## config.mk

```make
export PLATFORM = sky130hd
export DESIGN_NAME = desc_ring_tracker
export DESIGN_NICKNAME = d
export VERILOG_FILES = /design/src/rtl/desc_ring_pkg.sv /design/src/rtl/ring_ptr.sv /design/src/rtl/ring_counts.sv /design/src/rtl/ring_regs.sv /design/src/rtl/desc_ring_tracker.sv
export SDC_FILE = /design/constraint.sdc
export NUM_CORES = 1
export LEC_CHECK = 0
export CORE_MARGIN = 2
export CORE_UTILIZATION = 60
export CTS_BUF_LIST = sky130_fd_sc_hd__clkbuf_16
export CTS_CLUSTER_DIAMETER = 80
export DETAILED_ROUTE_END_ITERATION = 7
export PLACE_DENSITY = 0.82
export SLEW_MARGIN = 10
export SYNTH_ARGS = -nofsm -noshare
export SYNTH_HDL_FRONTEND = slang
export SYNTH_SLANG_ARGS = --single-unit
```

## constraint.sdc

```tcl
create_clock -name clk -period 12.7 [get_ports clk]
set_input_delay 1.905 -clock clk [delete_from_list [all_inputs] [get_ports clk]]
set_output_delay 1.905 -clock clk [all_outputs]
set_load 0.1 [all_outputs]
```

## src/rtl/desc_ring_pkg.sv

```systemverilog
package desc_ring_pkg;

   localparam int CNT_W  = 15;
   localparam int ADDR_W = 3;

   typedef enum logic [ADDR_W-1:0] {
      RA_SIZE  = 3'd0,
      RA_DFMT  = 3'd1,
      RA_ADD   = 3'd2,
      RA_REL   = 3'd3,
      RA_DONE  = 3'd4,
      RA_STOP  = 3'd5,
      RA_STAT  = 3'd6,
      RA_NONE  = 3'd7
   } reg_addr_e;

   localparam logic [31:0] FMT_LARGE = 32'd7;
   localparam logic [31:0] FMT_SMALL = 32'd1;

   localparam int ST_RELERR = 16;
   localparam int ST_ADDERR = 17;
   localparam int ST_STOP   = 18;
   localparam int ST_LARGE  = 19;
   localparam int DONE_IDX_LSB = 16;

   function automatic logic [31:0] umin32(input logic [31:0] a, input logic [31:0] b);
      return (a < b) ? a : b;
   endfunction

endpackage

```

## src/rtl/ring_ptr.sv

```systemverilog
module ring_ptr #(
   parameter int IDX_W = 13,
   parameter int SZ_W  = IDX_W + 1
) (
   input  logic             clk,
   input  logic             rst_n,
   input  logic             clr,
   input  logic             adv,
   input  logic [SZ_W-1:0]  step,
   input  logic [SZ_W-1:0]  size,
   output logic [IDX_W-1:0] ptr
);

   logic [SZ_W:0] sum;
   logic [SZ_W:0] wrapped;

   always_comb begin
      sum     = {1'b0, SZ_W'(ptr)} + {1'b0, step};
      wrapped = (sum >= {1'b0, size}) ? (sum - {1'b0, size}) : sum;
   end

   always_ff @(posedge clk) begin
      if (!rst_n)      ptr <= '0;
      else if (clr)    ptr <= '0;
      else if (adv)    ptr <= wrapped[IDX_W-1:0];
   end

   // an index never leaves the ring
   a_r5_ptr_in_ring: assert property (@(posedge clk) disable iff (!rst_n)
      SZ_W'(ptr) < size);

endmodule

```

## src/rtl/ring_counts.sv

```systemverilog
module ring_counts
   import desc_ring_pkg::*;
#(
   parameter int IDX_W = 13,
   parameter int SZ_W  = IDX_W + 1
) (
   input  logic             clk,
   input  logic             rst_n,
   input  logic             clr,
   input  logic [SZ_W-1:0]  size,
   input  logic             add_we,
   input  logic [31:0]      add_n,
   input  logic             rel_we,
   input  logic [31:0]      rel_n,
   input  logic             done_in,
   output logic [CNT_W-1:0] avail,
   output logic [CNT_W-1:0] pend,
   output logic             add_err,
   output logic             rel_err,
   output logic             done_acc,
   output logic [SZ_W-1:0]  rel_step
);

   logic [31:0] room32, pend32;
   logic [31:0] add_acc32, rel_acc32;
   logic        add_over, rel_over;
   logic [CNT_W-1:0] avail_nx, pend_nx;

   always_comb begin
      pend32    = 32'(pend);
      room32    = 32'(size) - 32'(avail) - pend32;
      add_over  = add_we && (add_n > room32);
      rel_over  = rel_we && (rel_n > pend32);
      add_acc32 = add_we ? umin32(add_n, room32) : 32'd0;
      rel_acc32 = rel_we ? umin32(rel_n, pend32) : 32'd0;
      done_acc  = done_in && (avail != '0);
      avail_nx  = avail + add_acc32[CNT_W-1:0] - CNT_W'(done_acc);
      pend_nx   = pend + CNT_W'(done_acc) - rel_acc32[CNT_W-1:0];
      rel_step  = rel_acc32[SZ_W-1:0];
   end

   always_ff @(posedge clk) begin
      if (!rst_n) begin
         avail <= '0;
         pend  <= '0;
      end else if (clr) begin
         avail <= '0;
         pend  <= '0;
      end else begin
         avail <= avail_nx;
         pend  <= pend_nx;
      end
   end

   always_ff @(posedge clk) begin
      if (!rst_n) begin
         add_err <= 1'b0;
         rel_err <= 1'b0;
      end else begin
         if (add_over) add_err <= 1'b1;
         if (rel_over) rel_err <= 1'b1;
      end
   end

   // occupancy never exceeds the ring
   a_r3_no_overflow: assert property (@(posedge clk) disable iff (!rst_n)
      (32'(avail) + 32'(pend)) <= 32'(size));

   // the release error is sticky
   a_r6_relerr_sticky: assert property (@(posedge clk) disable iff (!rst_n)
      rel_err |=> rel_err);

   // the add error is sticky
   a_r3_adderr_sticky: assert property (@(posedge clk) disable iff (!rst_n)
      add_err |=> add_err);

   // a completion with nothing available leaves the count at zero
   a_r5_idle_done: assert property (@(posedge clk) disable iff (!rst_n)
      (done_in && avail == '0 && !add_we && !clr) |=> (avail == '0));

   // completion alongside an empty release still adds one pending
   a_r12_done_with_rel: assert property (@(posedge clk) disable iff (!rst_n)
      (done_in && avail != '0 && rel_we && rel_n == 32'd0 && !clr)
         |=> (pend == $past(pend) + 1'b1));

endmodule

```

## src/rtl/ring_regs.sv

```systemverilog
module ring_regs
   import desc_ring_pkg::*;
#(
   parameter int IDX_W      = 13,
   parameter int CAP_LARGE  = 4096,
   parameter int CAP_SMALL  = 8192,
   parameter int RESET_SIZE = 1024,
   parameter int SZ_W       = IDX_W + 1
) (
   input  logic              clk,
   input  logic              rst_n,
   input  logic              reg_we,
   input  logic [ADDR_W-1:0] reg_addr,
   input  logic [31:0]       reg_wdata,
   input  logic [CNT_W-1:0]  avail,
   input  logic [CNT_W-1:0]  pend,
   input  logic              add_err,
   input  logic              rel_err,
   input  logic [IDX_W-1:0]  done_idx,
   output logic [31:0]       reg_rdata,
   output logic [SZ_W-1:0]   size_eff,
   output logic              stopped,
   output logic              clr,
   output logic              add_we,
   output logic              rel_we
);

   localparam int               RING_MAX = 2 ** IDX_W;
   localparam logic [SZ_W-1:0]  MAX_SZ   = SZ_W'(RING_MAX);
   localparam logic [SZ_W-1:0]  CAP_L    = SZ_W'(CAP_LARGE);
   localparam logic [SZ_W-1:0]  CAP_S    = SZ_W'(CAP_SMALL);

   reg_addr_e         ra;
   logic [SZ_W-1:0]   size_q, size_wr, cap;
   logic              large_q;
   logic              fmt_ok, size_hit, fmt_hit;

   assign ra = reg_addr_e'(reg_addr);

   always_comb begin
      fmt_ok   = (reg_wdata == FMT_LARGE) || (reg_wdata == FMT_SMALL);
      size_hit = reg_we && (ra == RA_SIZE) && stopped;
      fmt_hit  = reg_we && (ra == RA_DFMT) && stopped && fmt_ok;
      clr      = size_hit || fmt_hit;
      add_we   = reg_we && (ra == RA_ADD);
      rel_we   = reg_we && (ra == RA_REL);
      if (reg_wdata == 32'd0)                 size_wr = SZ_W'(1);
      else if (reg_wdata > 32'(RING_MAX))     size_wr = MAX_SZ;
      else                                    size_wr = reg_wdata[SZ_W-1:0];
   end

   generate
      if (CAP_LARGE == CAP_SMALL) begin : g_one_cap
         assign cap = CAP_L;
      end else begin : g_two_cap
         assign cap = large_q ? CAP_L : CAP_S;
      end
   endgenerate

   assign size_eff = (size_q > cap) ? cap : size_q;

   always_ff @(posedge clk) begin
      if (!rst_n) begin
         size_q  <= SZ_W'(RESET_SIZE);
         large_q <= 1'b1;
         stopped <= 1'b1;
      end else begin
         if (size_hit) size_q  <= size_wr;
         if (fmt_hit)  large_q <= (reg_wdata == FMT_LARGE);
         if (reg_we && ra == RA_STOP) stopped <= reg_wdata[0];
      end
   end

   always_comb begin
      reg_rdata = '0;
      case (ra)
         RA_SIZE: reg_rdata = 32'(size_eff);
         RA_DFMT: reg_rdata = large_q ? FMT_LARGE : FMT_SMALL;
         RA_DONE: begin
            reg_rdata[CNT_W-1:0]              = pend;
            reg_rdata[DONE_IDX_LSB +: IDX_W]  = done_idx;
         end
         RA_STOP: reg_rdata[0] = stopped;
         RA_STAT: begin
            reg_rdata[CNT_W-1:0] = avail;
            reg_rdata[ST_RELERR] = rel_err;
            reg_rdata[ST_ADDERR] = add_err;
            reg_rdata[ST_STOP]   = stopped;
            reg_rdata[ST_LARGE]  = large_q;
         end
         default: reg_rdata = '0;
      endcase
   end

   // a size write while running leaves the stored size alone
   a_r11_busy_size_kept: assert property (@(posedge clk) disable iff (!rst_n)
      (reg_we && ra == RA_SIZE && !stopped) |=> $stable(size_q));

   // an unknown format code never changes the mode
   a_r9_bad_fmt_ignored: assert property (@(posedge clk) disable iff (!rst_n)
      (reg_we && ra == RA_DFMT && !fmt_ok) |=> $stable(large_q));

   // the effective size is never zero nor above the mode cap
   a_r10_size_range: assert property (@(posedge clk) disable iff (!rst_n)
      (size_eff != '0) && (size_eff <= cap));

endmodule

```

## src/rtl/desc_ring_tracker.sv

```systemverilog
module desc_ring_tracker
   import desc_ring_pkg::*;
#(
   parameter int IDX_W      = 13,
   parameter int CAP_LARGE  = 4096,
   parameter int CAP_SMALL  = 8192,
   parameter int RESET_SIZE = 1024
) (
   input  logic              clk,
   input  logic              rst_n,
   input  logic              reg_we,
   input  logic [2:0]        reg_addr,
   input  logic [31:0]       reg_wdata,
   output logic [31:0]       reg_rdata,
   output logic              eng_req,
   output logic [IDX_W-1:0]  eng_idx,
   input  logic              eng_done
);

   localparam int SZ_W   = IDX_W + 1;
   localparam int N_PTRS = 2;

   generate
      if (SZ_W > CNT_W)                 begin : g_chk_cnt  $error("ring index too wide for the count fields"); end
      if (DONE_IDX_LSB + IDX_W > 32)    begin : g_chk_done $error("index field does not fit the done register"); end
      if (CAP_SMALL > 2 ** IDX_W)       begin : g_chk_cs   $error("small-format cap exceeds index range"); end
      if (CAP_LARGE > CAP_SMALL)        begin : g_chk_cl   $error("large-format cap above small-format cap"); end
      if (RESET_SIZE < 1 || RESET_SIZE > CAP_LARGE) begin : g_chk_rs $error("reset size out of range"); end
   endgenerate

   logic [SZ_W-1:0]  size_eff;
   logic             stopped, clr, add_we, rel_we;
   logic [CNT_W-1:0] avail, pend;
   logic             add_err, rel_err, done_acc;
   logic [SZ_W-1:0]  rel_step;

   logic             ptr_adv  [N_PTRS];
   logic [SZ_W-1:0]  ptr_step [N_PTRS];
   logic [IDX_W-1:0] ptr_val  [N_PTRS];

   ring_regs #(
      .IDX_W(IDX_W), .CAP_LARGE(CAP_LARGE), .CAP_SMALL(CAP_SMALL), .RESET_SIZE(RESET_SIZE)
   ) u_regs (
      .clk(clk), .rst_n(rst_n),
      .reg_we(reg_we), .reg_addr(reg_addr), .reg_wdata(reg_wdata),
      .avail(avail), .pend(pend), .add_err(add_err), .rel_err(rel_err),
      .done_idx(ptr_val[1]),
      .reg_rdata(reg_rdata), .size_eff(size_eff), .stopped(stopped),
      .clr(clr), .add_we(add_we), .rel_we(rel_we)
   );

   ring_counts #(.IDX_W(IDX_W)) u_counts (
      .clk(clk), .rst_n(rst_n), .clr(clr), .size(size_eff),
      .add_we(add_we), .add_n(reg_wdata),
      .rel_we(rel_we), .rel_n(reg_wdata),
      .done_in(eng_done),
      .avail(avail), .pend(pend), .add_err(add_err), .rel_err(rel_err),
      .done_acc(done_acc), .rel_step(rel_step)
   );

   // pointer 0 follows the engine, pointer 1 follows software releases
   assign ptr_adv[0]  = done_acc;
   assign ptr_step[0] = SZ_W'(1);
   assign ptr_adv[1]  = rel_we;
   assign ptr_step[1] = rel_step;

   generate
      for (genvar g = 0; g < N_PTRS; g++) begin : g_ptr
         ring_ptr #(.IDX_W(IDX_W)) u_ptr (
            .clk(clk), .rst_n(rst_n), .clr(clr),
            .adv(ptr_adv[g]), .step(ptr_step[g]), .size(size_eff),
            .ptr(ptr_val[g])
         );
      end
   endgenerate

   assign eng_idx = ptr_val[0];
   assign eng_req = !stopped && (avail != '0);

   // a halt write drops the request on the next cycle
   a_r8_halt: assert property (@(posedge clk) disable iff (!rst_n)
      (reg_we && reg_addr == 3'(RA_STOP) && reg_wdata[0]) |=> !eng_req);

   // the offered index holds while no completion is seen
   a_r4_idx_hold: assert property (@(posedge clk) disable iff (!rst_n)
      (eng_req && !eng_done && !clr) |=> $stable(eng_idx));

endmodule

```

=== Yosys cells after proc, flatten, opt, wreduce, memory -nomap -nowiden ===
Index checks and enable logic that the tools add are counted.

* Add/sub/neg operators: 10
* Order comparisons: 8
* Equal/unequal tests: 8
* Muxes and demuxes: 17
* Bitwise gates (word level): 1
* Reductions and logical operators: 19

{| class="wikitable"
|+ Operators with widths
! operator !! number
|-
| 15-bit two-way mux || 4
|-
| 14-bit two-way mux || 4
|-
| 14-bit one-hot mux with 4 select lines || 1
|-
| 32-bit by 1-bit == test with 1-bit output, second input constant || 1
|-
| 32-bit by 3-bit == test with 1-bit output, second input constant || 1
|-
| 32-bit by 14-bit > comparator with 1-bit output, second input constant || 1
|-
| 32-bit by 15-bit > comparator with 1-bit output || 1
|-
| 32-bit > comparator || 1
|-
| 32-bit zero test || 1
|-
| 32-bit by 15-bit less-than comparator with 1-bit output || 1
|-
| 32-bit less-than comparator || 1
|-
| 32-bit by 15-bit subtractor with 32-bit output || 1
|-
| 13-bit two-way mux || 2
|-
| 13-bit subtractor || 2
|-
| 9-bit one-hot mux with 2 select lines || 1
|-
| 14-bit by 15-bit subtractor with 16-bit output || 1
|-
| 13-bit by 14-bit adder with 15-bit output || 1
|-
| 15-bit by 1-bit adder with 15-bit output || 1
|-
| 15-bit adder || 1
|-
| 15-bit by 14-bit >= comparator with 1-bit output || 1
|-
| 15-bit nonzero test || 1
|-
| 15-bit by 1-bit subtractor with 15-bit output || 1
|-
| 15-bit subtractor || 1
|-
| 13-bit by 1-bit adder with 14-bit output, second input constant || 1
|-
| 15 further kinds || 31
|}

* Flip-flop bits (word level): 74
* Input port bits: 39
* Logic and storage cells: 72

=== Depth between registers and ports, before layout ===
Gate-level depths: netlist (run 1).

* Word-level depth: 10
* Gate-level depth with buffers: 48
* Depth with buffers taken out: 45

=== By module ===
From an unflattened synthesis (run 1), not the netlist that was laid out.

* Cell total of the unflattened synthesis: 1388
* Area, all modules: 10890.4 µm²

{| class="wikitable"
|+ Modules (own cells, without submodules)
! module !! times used !! cells each !! area each (µm²) !! sequential area each (µm²)
|-
| ring_counts || 1 || 724 || 5580.4 || 640.6
|-
| ring_ptr at g_ptr[1].u_ptr || 1 || 252 || 1993.2 || 260.2
|-
| ring_ptr at g_ptr[0].u_ptr || 1 || 237 || 1881.8 || 260.2
|-
| ring_regs || 1 || 168 || 1395.1 || 320.3
|-
| desc_ring_tracker || 1 || 7 || 40.0 || 0.0
|}

=== Worst setup path before layout (run 1) ===
OpenSTA, ideal clock, no wires.

* Path type: register -> register
* Start: reg u_regs.large_q
* End: reg u_counts.avail[14]
* Arrival: 9240 ps
* Data required time: 12569 ps
* Slack: 3329 ps
* Stages on the path, launching flop included: 47
* Path buffers: 3
* Clock period less this slack: 9371 ps
* Cell sequence: dfxtp_1 > ha_1 > nor4b_1 > nand4_1 > o21ai_0 > clkbuf_1 > nand2_1 > ha_1 > inv_1 > fa_1 > a21o_1 > a21oi_1 > o21ai_0 > a21oi_1 > o21bai_1 > a211o_1 > a21o_1 > a21oi_1 > [... 11 more ...] > a311oi_1 > clkbuf_1 > clkbuf_1 > nand2_1 > o21ai_0 > nand2_1 > ha_1 > inv_1 > fa_1 > a21o_1 > a21oi_1 > o21ai_0 > a31oi_1 > a21oi_1 > a21o_1 > a21oi_1 > o21ai_0 > nor3b_1

* Longest elaborated chain between the ends: 10

{| class="wikitable"
|+ Ends and longest elaborated chain
! element !! RTL line !! source
|-
| start: declaration || ring_regs.sv:35 || <nowiki>logic large_q;</nowiki>
|-
| start signal: assignment || ring_regs.sv:69 || <nowiki>if (fmt_hit) large_q <= (reg_wdata == FMT_LARGE);</nowiki>
|-
| 14-bit two-way mux * || ring_regs.sv:56 || <nowiki>assign cap = large_q ? CAP_L : CAP_S;</nowiki>
|-
| 14-bit > comparator || ring_regs.sv:60 || <nowiki>assign size_eff = (size_q > cap) ? cap : size_q;</nowiki>
|-
| 14-bit two-way mux * || ring_regs.sv:60 ||
|-
| 14-bit by 15-bit subtractor with 16-bit output * || ring_counts.sv:31 || <nowiki>room32 = 32'(size) - 32'(avail) - pend32;</nowiki>
|-
| 32-bit by 15-bit subtractor with 32-bit output * || ring_counts.sv:31 ||
|-
| 32-bit less-than comparator || desc_ring_pkg.sv:27 || <nowiki>return (a < b) ? a : b;</nowiki>
|-
| 15-bit two-way mux * || desc_ring_pkg.sv:27 ||
|-
| 15-bit two-way mux * || ring_counts.sv:34 || <nowiki>add_acc32 = add_we ? umin32(add_n, room32) : 32'd0;</nowiki>
|-
| 15-bit adder * || ring_counts.sv:37 || <nowiki>avail_nx = avail + add_acc32[CNT_W-1:0] - CNT_W'(done_acc);</nowiki>
|-
| 15-bit by 1-bit subtractor with 15-bit output * || ring_counts.sv:37 ||
|-
| end signal: assignment || ring_counts.sv:50 || <nowiki>avail <= avail_nx;</nowiki>
|-
| end: declaration || ring_counts.sv:16 || <nowiki>output logic [CNT_W-1:0] avail,</nowiki>
|}

Every way passes the cells marked *; elsewhere a longest branch is shown, timed or not.
A chain may end at the register's enable or synchronous reset.

=== Worst setup path in the final report (run 1) ===
Same ends and word-level chain as after synthesis.

==> results of run 1 <==
[placed cells by master (no fill, tap or decap), types with 22 or more instances in the layout]
cell,n
nand2_1,65
mux2i_1,31
nor2_1,150
o21ai_0,70
inv_1,132
xor2_1,41
dfxtp_1,74
ha_1,178
xnor2_1,43
nor3_1,34
a21oi_1,107
nand3_1,22
and2_1,30
clkdlybuf4s50_1,80
nor2b_1,25
a21o_1,35
and3_1,24
a211oi_1,29
nand2b_1,22
nor4_1,25
[sequential cells by signal, summed over array words and instances (netlist names)]
name              cells
u_regs.large_q        1
u_counts.rel_err      1
u_counts.add_err      1
g_ptr.u_ptr.ptr      26
u_counts.avail       15
u_counts.pend        15
u_regs.size_q        14
u_regs.stopped        1
[power by group]
group	total, uW	internal, uW	leakage, uW	switching [uW]
clock network	232	128	0.000120	104
logic	2240	909	0.00458	1340
registers	365	289	0.000606	76.6
[layout make-up]
class	count	area, um2	area share [%]
clock buffers	9	225	1.99
clock inverters	5	23.8	0.211
inverters	132	495	4.39
multi-input cells	1099	7920	70.1
flip-flops and latches	74	1480	13.1
well taps	220	275	2.44
repair buffers	90	876	7.76
[per-layer routing]
metal / vias to the layer above / track usage [%] / wire length, um
met5: - / 0 / 0
met4: 0 / 10.9 / 958
met3: 85 / 8.98 / 3440
met2: 495 / 52.5 / 13000
met1: 4631 / 44.7 / 13000
li1: 4906 / - / -
[critical path: cells and delay by family (launching register included)]
kind,cells,cell delay [ns]
AND/OR/NAND/NOR,11,1.50
AO/OA/AOI/OAI,23,4.44
flip-flops,1,0.38
buffers and inverters,6,1.02
adder cells (fa/ha/maj),7,2.21
[worst max path at each step]
stage                     slack [ns]                            end  cells past startpoint                         from
after floorplan                 3.33  u_counts.avail[14]$_SDFF_PP0_                     46  u_regs.large_q$_SDFFE_PN1P_
after global placement          3.47  u_counts.avail[14]$_SDFF_PP0_                     45  u_regs.large_q$_SDFFE_PN1P_
after detailed placement        3.20  u_counts.avail[14]$_SDFF_PP0_                     46  u_regs.large_q$_SDFFE_PN1P_
after CTS                       3.12  u_counts.avail[14]$_SDFF_PP0_                     46  u_regs.large_q$_SDFFE_PN1P_
after global routing            2.13  u_counts.avail[14]$_SDFF_PP0_                     46  u_regs.large_q$_SDFFE_PN1P_
final                           3.01  u_counts.avail[14]$_SDFF_PP0_                     47  u_regs.large_q$_SDFFE_PN1P_
[cells in the mapped netlist, types with 19 or more instances]
| master | count | share of area (%) |
|---|---|---|
| ha_1 | 178 | 22 |
| nor2_1 | 150 | 5.6 |
| inv_1 | 132 | 4.9 |
| a21oi_1 | 107 | 5.3 |
| dfxtp_1 | 74 | 15 |
| o21ai_0 | 70 | 3.5 |
| nand2_1 | 65 | 2.4 |
| xnor2_1 | 43 | 3.7 |
| xor2_1 | 41 | 3.6 |
| clkbuf_1 | 36 | 1.3 |
| a21o_1 | 35 | 2.6 |
| nor3_1 | 34 | 1.7 |
| mux2i_1 | 31 | 3.1 |
| and2_1 | 30 | 1.9 |
| a211oi_1 | 29 | 2.2 |
| nor2b_1 | 25 | 1.6 |
| nor4_1 | 25 | 1.6 |
| and3_1 | 24 | 1.5 |
| nand2b_1 | 22 | 1.4 |
| nand3_1 | 22 | 1.1 |
| nand4_1 | 19 | 1.2 |
[logic make-up after synthesis]
family / Yosys count / share of synthesized area [%]
buffers and inverters: 176 / 6.79
other: 1 / 0.0373
AND/OR/NAND/NOR: 448 / 22.2
multiplexers: 33 / 3.34
adder cells (fa/ha/maj): 185 / 23.5
XOR/XNOR: 84 / 7.31
AO/OA/AOI/OAI: 345 / 22.1
flip-flops: 74 / 14.7
[metrics by stage]
step,power (uW),setup WS (ns),area (um2)
after global routing,3090,2.13,11300
after floorplan,2080,3.33,10100
after global placement,2500,3.47,11000
after CTS,2800,3.12,11300
final,2840,3.01,11300
after detailed placement,2550,3.20,11000
==> key figures, run 1 <==
Timing
  – Clk_skew: roughly 0.013 ns
  – Final Critical Period: 9.69 ns
  – RSZ-0062 raised after global routing: false
  – Slew @ Worst Pin: approximately 1 ns
  – Max-slew headroom: roughly a third
  – Finish-stage setup viols: 0
  – Final hold slack: between 0.5 and 0.6 ns
  – Hold Fails Final Rpt: 0
  – Max Fclk: about 100 MHz
  – Setup Total Neg Slack: 0 ns
  – Max-slew violations: 0
  – Tcrit/Tclk final: roughly 76%

Critical path
  – Worst r2r dst: u_counts.avail[14]$_SDFF_PP0_
  – Worst path max stage delay: between 0.4 and 0.5 ns
  – Critical-path maximum fanout: 30
  – Kind of critical path: flip-flop to flip-flop
  – Reg-to-reg setup timing slack: ~3.0 ns
  – Worst Reg-to-Reg Cells: 47
  – CP Capture Type: flip-flop
  – Slowest stage cell, crit path: fa_1
  – CP Data Required Time: 12.94 ns
  – Crit path launch type: flip-flop
  – Worst r2r src: u_regs.large_q$_SDFFE_PN1P_
  – CP dominant cell by count: o21ai_0
  – WP data arrival: approximately 10 ns

Power
  – Power density over the cells: about 250 nW/um2
  – Leakage: 0.00531 uW
  – VDD IR max: around 160 uV

Floorplan
  – Io pins: 85
  – Die Height: roughly 130 um
  – Starting density of the core: roughly 61%
  – Core Box Area: between 15000 and 20000 um2
  – Die width: ~130 um
  – Row Count: 47
  – Die area: roughly 18000 um2

Cells and area
  – Final std cells w/o fill: 1629
  – Synth-to-layout area growth: 12.2%
  – Post-layout nets: roughly 1600
  – Layout cells sized above 1: 2.98%
  – Core Util, Final: just under 70%
  – Fill count: approximately 1400
  – Antenna Cells: 0

Global route
  – Antenna violations before repair: 0
  – Total gr overflow: 0
  – Number of global-route vias before repair: roughly 9300
  – First-pass GRT wire length: 47.2 mm
  – Largest net degree at the start of global routing: 44
  – All-layer global routing usage: roughly a third

Synth
  – Mapped Avg Cell Area: about 7.5 um2
  – Post-synth EDFFs: 0
  – Sequential area share after synthesis: between 10% and 20%
  – Synthesized cell area: 10100 um2
  – Async SR Flop Fraction: 0%
  – Dominant synthesized flop cell: dfxtp_1
  – Netlist cell types: between 60 and 70
  – Ys Warns: 0
  – #FFs+latches synth: between 70 and 80
  – Syn Inst Count: between 1000 and 1500

Placement
  – Placer Congestion: just over 1
  – Final HPWL DP: between 20 and 25 mm
  – Port Buffer Count: 80
  – Placed cells: 1615

Flow run
  – Max-Cap Viols: 0

Worst hold path
  – WHS Path Cells: 2
  – Worst Hold Class: flip-flop to flip-flop
  – Hold EP: g_ptr[1].u_ptr.ptr[2]$_SDFFE_PP0P_
  – Min-delay src: g_ptr[1].u_ptr.ptr[2]$_SDFFE_PP0P_

Route
  – Via count: between 10000 and 15000
  – Starting DRT DRC Count: ~1000
  – Routed WL: 30.3 mm
  – Via density: 6.21
  – # DRC: 0
  – DRT Pass-1 Iters: 6
  – Antenna Nets Post-Route: 0
  – DR WL/cell: roughly 19 um

CTS
  – CTS Root Cell: clkbuf_16
  – # resized after CTS: 0
  – Later-pin clock latency in the skew report: 0.35 ns
  – CTS tree: yes
  – Cts bufs inserted: 9
  – CTS max path bufs: 2
  – CTS HTree Levels: 3
  – Post-CTS setup buffer count: 0
  – Hold_buf cts: 0
  – Reg clk slew, reported paths: approximately 0.060 ns
  – Clk sink count: 74

Run status
  – Run status: completed
Power figures use the tool's default switching activity.
==> run 2, diff against run 1 <==
- clock period: 12.7 -> 9.25 ns (I/O delays scaled with it)
==> key figures, run 2 (same netlist as run 1, synthesis figures left out) <==
Cells and area
  – Register area: 1480 um2 (about the same)
  – Post-layout nets: 1648 (was 1630)
  – Synth-to-layout area growth: 14.7% (was 12.2%)
  – Core Util, Final: 70.1% (was 68.6%)
  – Top reg by flops: g_ptr.u_ptr.ptr (unchanged)
  – Number of flip-flops in the largest register: 26 (unchanged)
  – Most frequent cells in the layout: 178 x ha_1, 150 x nor2_1, 133 x inv_1 (was 178 x ha_1, 150 x nor2_1, 132 x inv_1)
  – Fill count: 1423 (was 1448)
  – Area of the multi-input gates: 7980 um2 (was 7920 um2)
  – Layout cells sized above 1: 5.11% (was 2.98%)
  – Top flop regs: g_ptr.u_ptr.ptr (26), u_counts.avail (15), u_counts.pend (15) (unchanged)
  – Commonest non-fill, non-tap cell in the layout: ha_1 (unchanged)
  – Antenna Cells: 0 (unchanged)

Power
  – Combinational share of power: 78.7% (was 79.0%)
  – Clock power share: 8.8% (was 8.2%)
  – Leakage: 0.00543 uW (was 0.00531 uW)
  – VDD IR max: 242 uV (was 160 uV)
  – Net Sw Power: 2160 uW (was 1520 uW)
  – Sequential power share: 12.5% (was 12.9%)
  – Sw Share: 53.0% (was 53.4%)
  – Power density over the cells: 354 nW/um2 (was 252 nW/um2)
  – Internal power: 1920 uW (was 1330 uW)

Global route
  – Largest net degree at the start of global routing: 44 (unchanged)
  – Antenna violations before repair: 0 (unchanged)
  – Total gr overflow: 0 (unchanged)
  – First-pass GRT wire length: 49.1 mm (was 47.2 mm)
  – All-layer global routing usage: 34.7% (was 33.5%)
  – Number of global-route vias before repair: 9369 (was 9334)

CTS
  – Later-pin clock latency in the skew report: 0.36 ns (was 0.35 ns)
  – Hold_buf cts: 0 (unchanged)
  – CTS tree: yes (unchanged)
  – CTS max path bufs: 2 (unchanged)
  – Reg clk slew, reported paths: 0.06 ns (about the same)
  – CTS Root Cell: clkbuf_16 (unchanged)
  – Clk sink count: 74 (unchanged)
  – Cts bufs inserted: 9 (unchanged)
  – CTS HTree Levels: 3 (unchanged)

Critical path
  – Kind of critical path: flip-flop to flip-flop (unchanged)
  – Slowest stage cell, crit path: a2111o_1 (was fa_1)
  – Worst r2r dst: u_counts.avail[10]$_SDFF_PP0_ (was u_counts.avail[14]$_SDFF_PP0_)
  – Reg-to-reg setup timing slack: 0.32 ns (was 3.01 ns)
  – Buf/Inv on CP: 10 (was 6)
  – CP Capture Type: flip-flop (unchanged)
  – Worst path max stage delay: 0.44 ns (was 0.46 ns)
  – Critical-path maximum fanout: 27 (was 30)
  – Crit path max-delay family: compound AO/OA/AOI/OAI gates (unchanged)
  – Worst r2r src: u_regs.size_q[12]$_SDFFE_PN0P_ (was u_regs.large_q$_SDFFE_PN1P_)
  – Crit path launch type: flip-flop (unchanged)
  – WP data arrival: 9.17 ns (was 9.93 ns)
  – CP Data Required Time: 9.49 ns (was 12.94 ns)
  – Worst Reg-to-Reg Cells: 45 (was 47)
  – Critical path depth: 45 (was 47)

Timing
  – Tcrit/Tclk final: 96.5% (was 76.3%)
  – Finish-stage setup viols: 0 (unchanged)
  – Max-slew violations: 0 (unchanged)
  – Hold Fails Final Rpt: 0 (unchanged)
  – Final Critical Period: 8.93 ns (was 9.69 ns)
  – Slew @ Worst Pin: 0.982 ns (was 0.986 ns)
  – Clk_skew: 0.00924 ns (was 0.0133 ns)
  – Max-slew headroom: 34.3% (was 34.0%)
  – Final hold slack: 0.507 ns (was 0.505 ns)
  – Max Fclk: 112 MHz (was 103 MHz)

Worst hold path
  – Min-delay src: u_counts.add_err$_SDFFE_PN0P_ (was g_ptr[1].u_ptr.ptr[2]$_SDFFE_PP0P_)
  – Hold EP: u_counts.add_err$_SDFFE_PN0P_ (was g_ptr[1].u_ptr.ptr[2]$_SDFFE_PP0P_)
  – Worst Hold Class: flip-flop to flip-flop (unchanged)
  – WHS Path Cells: 1 (was 2)

Run status
  – Run status: completed (unchanged)

Floorplan
  – Starting density of the core: 61.1% (unchanged)
  – Row Count: 47 (unchanged)
  – Die width: 134 um (unchanged)
  – Die area: 17800 um2 (unchanged)
  – Die Height: 134 um (unchanged)
  – Core Box Area: 16500 um2 (unchanged)
  – Io pins: 85 (unchanged)

Route
  – DRT Pass-1 Iters: 5 (was 6)
  – # DRC: 0 (unchanged)
  – Routed WL: 31.4 mm (was 30.3 mm)
  – Via count: 10300 (was 10100)
  – Starting DRT DRC Count: 1287 (was 1039)
  – Via density: 6.24 (was 6.21)
  – Antenna Nets Post-Route: 0 (unchanged)
  – DR WL/cell: 19.1 um (was 18.6 um)

Placement
  – Placer Congestion: 0.999 (was 1.02)
  – Final HPWL DP: 24.0 mm (was 23.7 mm)
  – Port Buffer Count: 80 (unchanged)

Flow run
  – Max-Cap Viols: 0 (unchanged)
run 2: layer usage:
metal | vias to the layer above | wire, um | track usage (%) | part of all wire (%)
met5 | - | 0 | 0 | 0
met4 | 0 | 884 | 11.1 | 2.8
met3 | 74 | 3430 | 5.71 | 11
met2 | 523 | 13500 | 54.0 | 43
met1 | 4729 | 13600 | 49.1 | 43
li1 | 4952 | - | - | -
run 2: area by class of cell:
cell class,count,area share (%)
multi-input combinational,1099,69.1
clock inverter,6,0.520
timing repair buffer,108,8.86
inverter,132,4.29
clock buffer,9,1.95
sequential,74,12.8
tap,220,2.39
run 2: what timing repair did:
action,CTS,global route
buffers inserted,5,4
endpoints found under the setup margin,1,9
gates cloned,0,1
pin swaps,3,7
hold endpoints to repair,0,0
gates resized for setup,3,19
run 2: how the worst max path moves through the flow:
stage / from / endpoint
detailed placement: u_regs.large_q$_SDFFE_PN1P_ / u_counts.avail[14]$_SDFF_PP0_
global route: u_regs.size_q[12]$_SDFFE_PN0P_ / u_counts.avail[10]$_SDFF_PP0_
CTS: u_regs.large_q$_SDFFE_PN1P_ / u_counts.avail[14]$_SDFF_PP0_
global placement: u_regs.large_q$_SDFFE_PN1P_ / u_counts.avail[14]$_SDFF_PP0_
floorplan: u_regs.large_q$_SDFFE_PN1P_ / u_counts.avail[14]$_SDFF_PP0_
finish: u_regs.size_q[12]$_SDFFE_PN0P_ / u_counts.avail[10]$_SDFF_PP0_
run 2: power groups by stage:
| stage | clock [uW] | sequential (uW) | combinational (uW) |
|---|---|---|---|
| floorplan | 0 | 599 | 2270 |
| global placement | 0 | 507 | 2960 |
| detailed placement | 0 | 508 | 3030 |
| CTS | 363 | 501 | 3110 |
| global route | 375 | 513 | 3540 |
| finish | 359 | 510 | 3210 |
run 2: worst register-to-register path, delay by kind of cell, from the launching register on:
kind	cells	cell delay (ns)
AOI/OAI and AO/OA	18	4.03
xor gates and xnor gates	2	0.26
adders and majority gates	7	1.92
buffers and inverters	10	1.28
DFF	1	0.33
and+or+nand+nor	8	0.97
run 2: through the flow:
| step | TNS [ns] | cells | total power (uW) | area, um2 | setup WS [ns] |
|---|---|---|---|---|---|
| after CTS | 0 | 1643 | 3970 | 11400 | 0.0191 |
| after global routing | -0.0770 | 1648 | 4430 | 11500 | -0.0306 |
| after detailed placement | 0 | 1623 | 3540 | 11100 | 0.0139 |
| final | 0 | 1648 | 4080 | 11500 | 0.325 |
| after global placement | 0 | 1623 | 3470 | 11100 | 0.471 |
| after floorplan | 0 | 1349 | 2870 | 10100 | 0.0838 |
==> run 3, diff against run 2 <==
- CAP_MARGIN: unset -> 20
- CORE_UTILIZATION: 60 -> 61
- PLACE_DENSITY: 0.82 -> 0.83
==> key figures, run 3 (same netlist as run 1, synthesis figures left out) <==
Flow run
  – Max-Cap Viols: 0 (unchanged)

Route
  – Top sig layer: met4 (unchanged)
  – Via count: 10300 (unchanged)
  – DR WL/cell: 18.8 um (was 19.1 um)
  – Metal-1 WL: 13.3 mm (was 13.6 mm)
  – Routed WL: 30.9 mm (was 31.4 mm)
  – # DRC: 0 (unchanged)
  – Met3 WL: 3.54 mm (was 3.43 mm)
  – Met2 wire length: 13.3 mm (was 13.5 mm)
  – DRT Pass-1 Iters: 5 (unchanged)
  – Antenna Nets Post-Route: 0 (unchanged)
  – Via density: 6.24 (unchanged)
  – Starting DRT DRC Count: 1097 (was 1287)

Timing
  – Tcrit/Tclk final: 97.2% (was 96.5%)
  – Final Critical Period: 8.99 ns (was 8.93 ns)
  – RSZ-0062 raised after global routing: true
  – Max Fclk: 111 MHz (was 112 MHz)
  – Hold Fails Final Rpt: 0 (unchanged)
  – Final hold slack: 0.480 ns (was 0.507 ns)
  – Finish-stage setup viols: 0 (unchanged)
  – Setup Total Neg Slack: 0 ns (unchanged)
  – Clk_skew: 0.00584 ns (was 0.00924 ns)
  – Max-slew headroom: 34.4% (was 34.3%)
  – Slew @ Worst Pin: 0.981 ns (was 0.982 ns)
  – Max-slew violations: 0 (unchanged)

Placement
  – Final HPWL DP: 23.6 mm (was 24.0 mm)
  – Post-place instance area: 11100 um2 (about the same)
  – Placed cells: 1623 (unchanged)
  – Port Buffer Count: 80 (unchanged)
  – Placer Congestion: 1.01 (was 0.999)

Power
  – VDD IR max: 240 uV (was 242 uV)
  – Combinational share of power: 78.9% (was 78.7%)
  – Internal power: 1940 uW (was 1920 uW)
  – Power density over the cells: 354 nW/um2 (about the same)
  – Clock power share: 8.7% (was 8.8%)
  – Net Sw Power: 2160 uW (about the same)
  – Sw Share: 52.7% (was 53.0%)
  – Sequential power share: 12.4% (was 12.5%)
  – Leakage: 0.00543 uW (about the same)

Critical path
  – Kind of critical path: flip-flop to flip-flop (unchanged)
  – CP dominant cell by count: ha_1
  – CP Capture Type: flip-flop (unchanged)
  – Critical-path maximum fanout: 10 (was 27)
  – Reg-to-reg setup timing slack: 0.26 ns (was 0.32 ns)
  – Crit path max-delay family: compound AO/OA/AOI/OAI gates (unchanged)
  – CP Data Required Time: 9.46 ns (was 9.49 ns)
  – Buf/Inv on CP: 6 (was 10)
  – WP data arrival: 9.20 ns (was 9.17 ns)
  – Crit path launch type: flip-flop (unchanged)
  – Slowest stage cell, crit path: fa_1 (was a2111o_1)
  – Worst path max stage delay: 0.41 ns (was 0.44 ns)

Cells and area
  – Number of flip-flops in the largest register: 26 (unchanged)
  – Top reg by flops: g_ptr.u_ptr.ptr (unchanged)
  – Top flop regs: g_ptr.u_ptr.ptr (26), u_counts.avail (15), u_counts.pend (15) (unchanged)
  – Final std cells w/o fill: 1648 (unchanged)
  – Register area: 1480 um2 (unchanged)
  – Fill count: 1360 (was 1423)
  – Cell area after layout: 11600 um2 (was 11500 um2)
  – Most frequent cells in the layout: 178 x ha_1, 150 x nor2_1, 133 x inv_1 (unchanged)
  – Layout cells sized above 1: 5.52% (was 5.11%)
  – Area of the multi-input gates: 7990 um2 (was 7980 um2)
  – Antenna Cells: 0 (unchanged)
  – Post-layout nets: 1652 (was 1648)
  – Synth-to-layout area growth: 14.9% (was 14.7%)
  – Commonest non-fill, non-tap cell in the layout: ha_1 (unchanged)

Global route
  – Number of global-route vias before repair: 9315 (was 9369)
  – Largest net degree at the start of global routing: 59 (was 44)
  – Antenna violations before repair: 0 (unchanged)
  – All-layer global routing usage: 34.0% (was 34.7%)
  – Total gr overflow: 0 (unchanged)
  – First-pass GRT wire length: 47.9 mm (was 49.1 mm)

CTS
  – Reg clk slew, reported paths: 0.06 ns (about the same)
  – Clk sink count: 74 (unchanged)
  – CTS tree: yes (unchanged)
  – Hold_buf cts: 0 (unchanged)
  – Later-pin clock latency in the skew report: 0.35 ns (was 0.36 ns)
  – CTS HTree Levels: 3 (unchanged)
  – CTS max path bufs: 2 (unchanged)
  – CTS Root Cell: clkbuf_16 (unchanged)
  – Cts bufs inserted: 9 (unchanged)

Floorplan
  – Die width: 132 um (was 134 um)
  – Die area: 17500 um2 (was 17800 um2)
  – Row Count: 46 (was 47)
  – Core Box Area: 16000 um2 (was 16500 um2)
  – Starting density of the core: 62.9% (was 61.1%)
  – Die Height: 132 um (was 134 um)
  – Io pins: 85 (unchanged)

Run status
  – Run status: completed (unchanged)

Worst hold path
  – Worst Hold Class: flip-flop to flip-flop (unchanged)
run 3: layout make-up:
| cell class | count | share of cell area (%) |
|---|---|---|
| sequential | 74 | 12.8 |
| timing repair buffer | 112 | 9.04 |
| inverter | 132 | 4.28 |
| clock inverter | 6 | 0.519 |
| tap | 216 | 2.34 |
| clock buffer | 9 | 1.95 |
| multi-input combinational | 1099 | 69.1 |
run 3: path summary, 6_finish.rpt:
kind	from	to	cells after the start
max	u_regs.size_q[12]$_SDFFE_PN0P_	u_counts.avail[14]$_SDFF_PP0_	46
min reg2reg	u_counts.add_err$_SDFFE_PN0P_	u_counts.add_err$_SDFFE_PN0P_	1
max reg2reg	u_regs.size_q[12]$_SDFFE_PN0P_	u_counts.avail[14]$_SDFF_PP0_	46
min	u_counts.add_err$_SDFFE_PN0P_	u_counts.add_err$_SDFFE_PN0P_	1
run 3: metrics by stage:
| stage | util [%] | setup slack (ns) | total power (uW) |
|---|---|---|---|
| 6_report | 72.3 | 0.261 | 4100 |
| 5_1_grt | 72.3 | -0.129 | 4440 |
| 4_1_cts | 71.4 | 0.00887 | 3920 |
| 3_5_place_dp | 69.6 | -0.0743 | 3540 |
| 3_3_place_gp | 69.6 | 0.199 | 3460 |
| 2_1_floorplan | - | 0.0838 | 2870 |
run 3: metal layers:
metal	GRT usage, %	up-vias
met1	46.3	4689
met2	52.3	537
li1	-	4972
met4	11.9	0
met3	8.20	80
met5	0	-
run 3: power by group through the flow:
| stage | logic [uW] | clock network [uW] | registers (uW) |
|---|---|---|---|
| after detailed placement | 3030 | 0 | 505 |
| after floorplan | 2270 | 0 | 599 |
| final | 3230 | 356 | 509 |
| after CTS | 3060 | 359 | 499 |
| after global routing | 3560 | 369 | 514 |
| after global placement | 2950 | 0 | 504 |
run 3: repair_timing:
action                                  CTS  global route
resized for setup                         1            24
setup buffers                             0             9
pin swaps                                 0             9
cloned                                    0             1
endpoints found under the setup margin    2            10
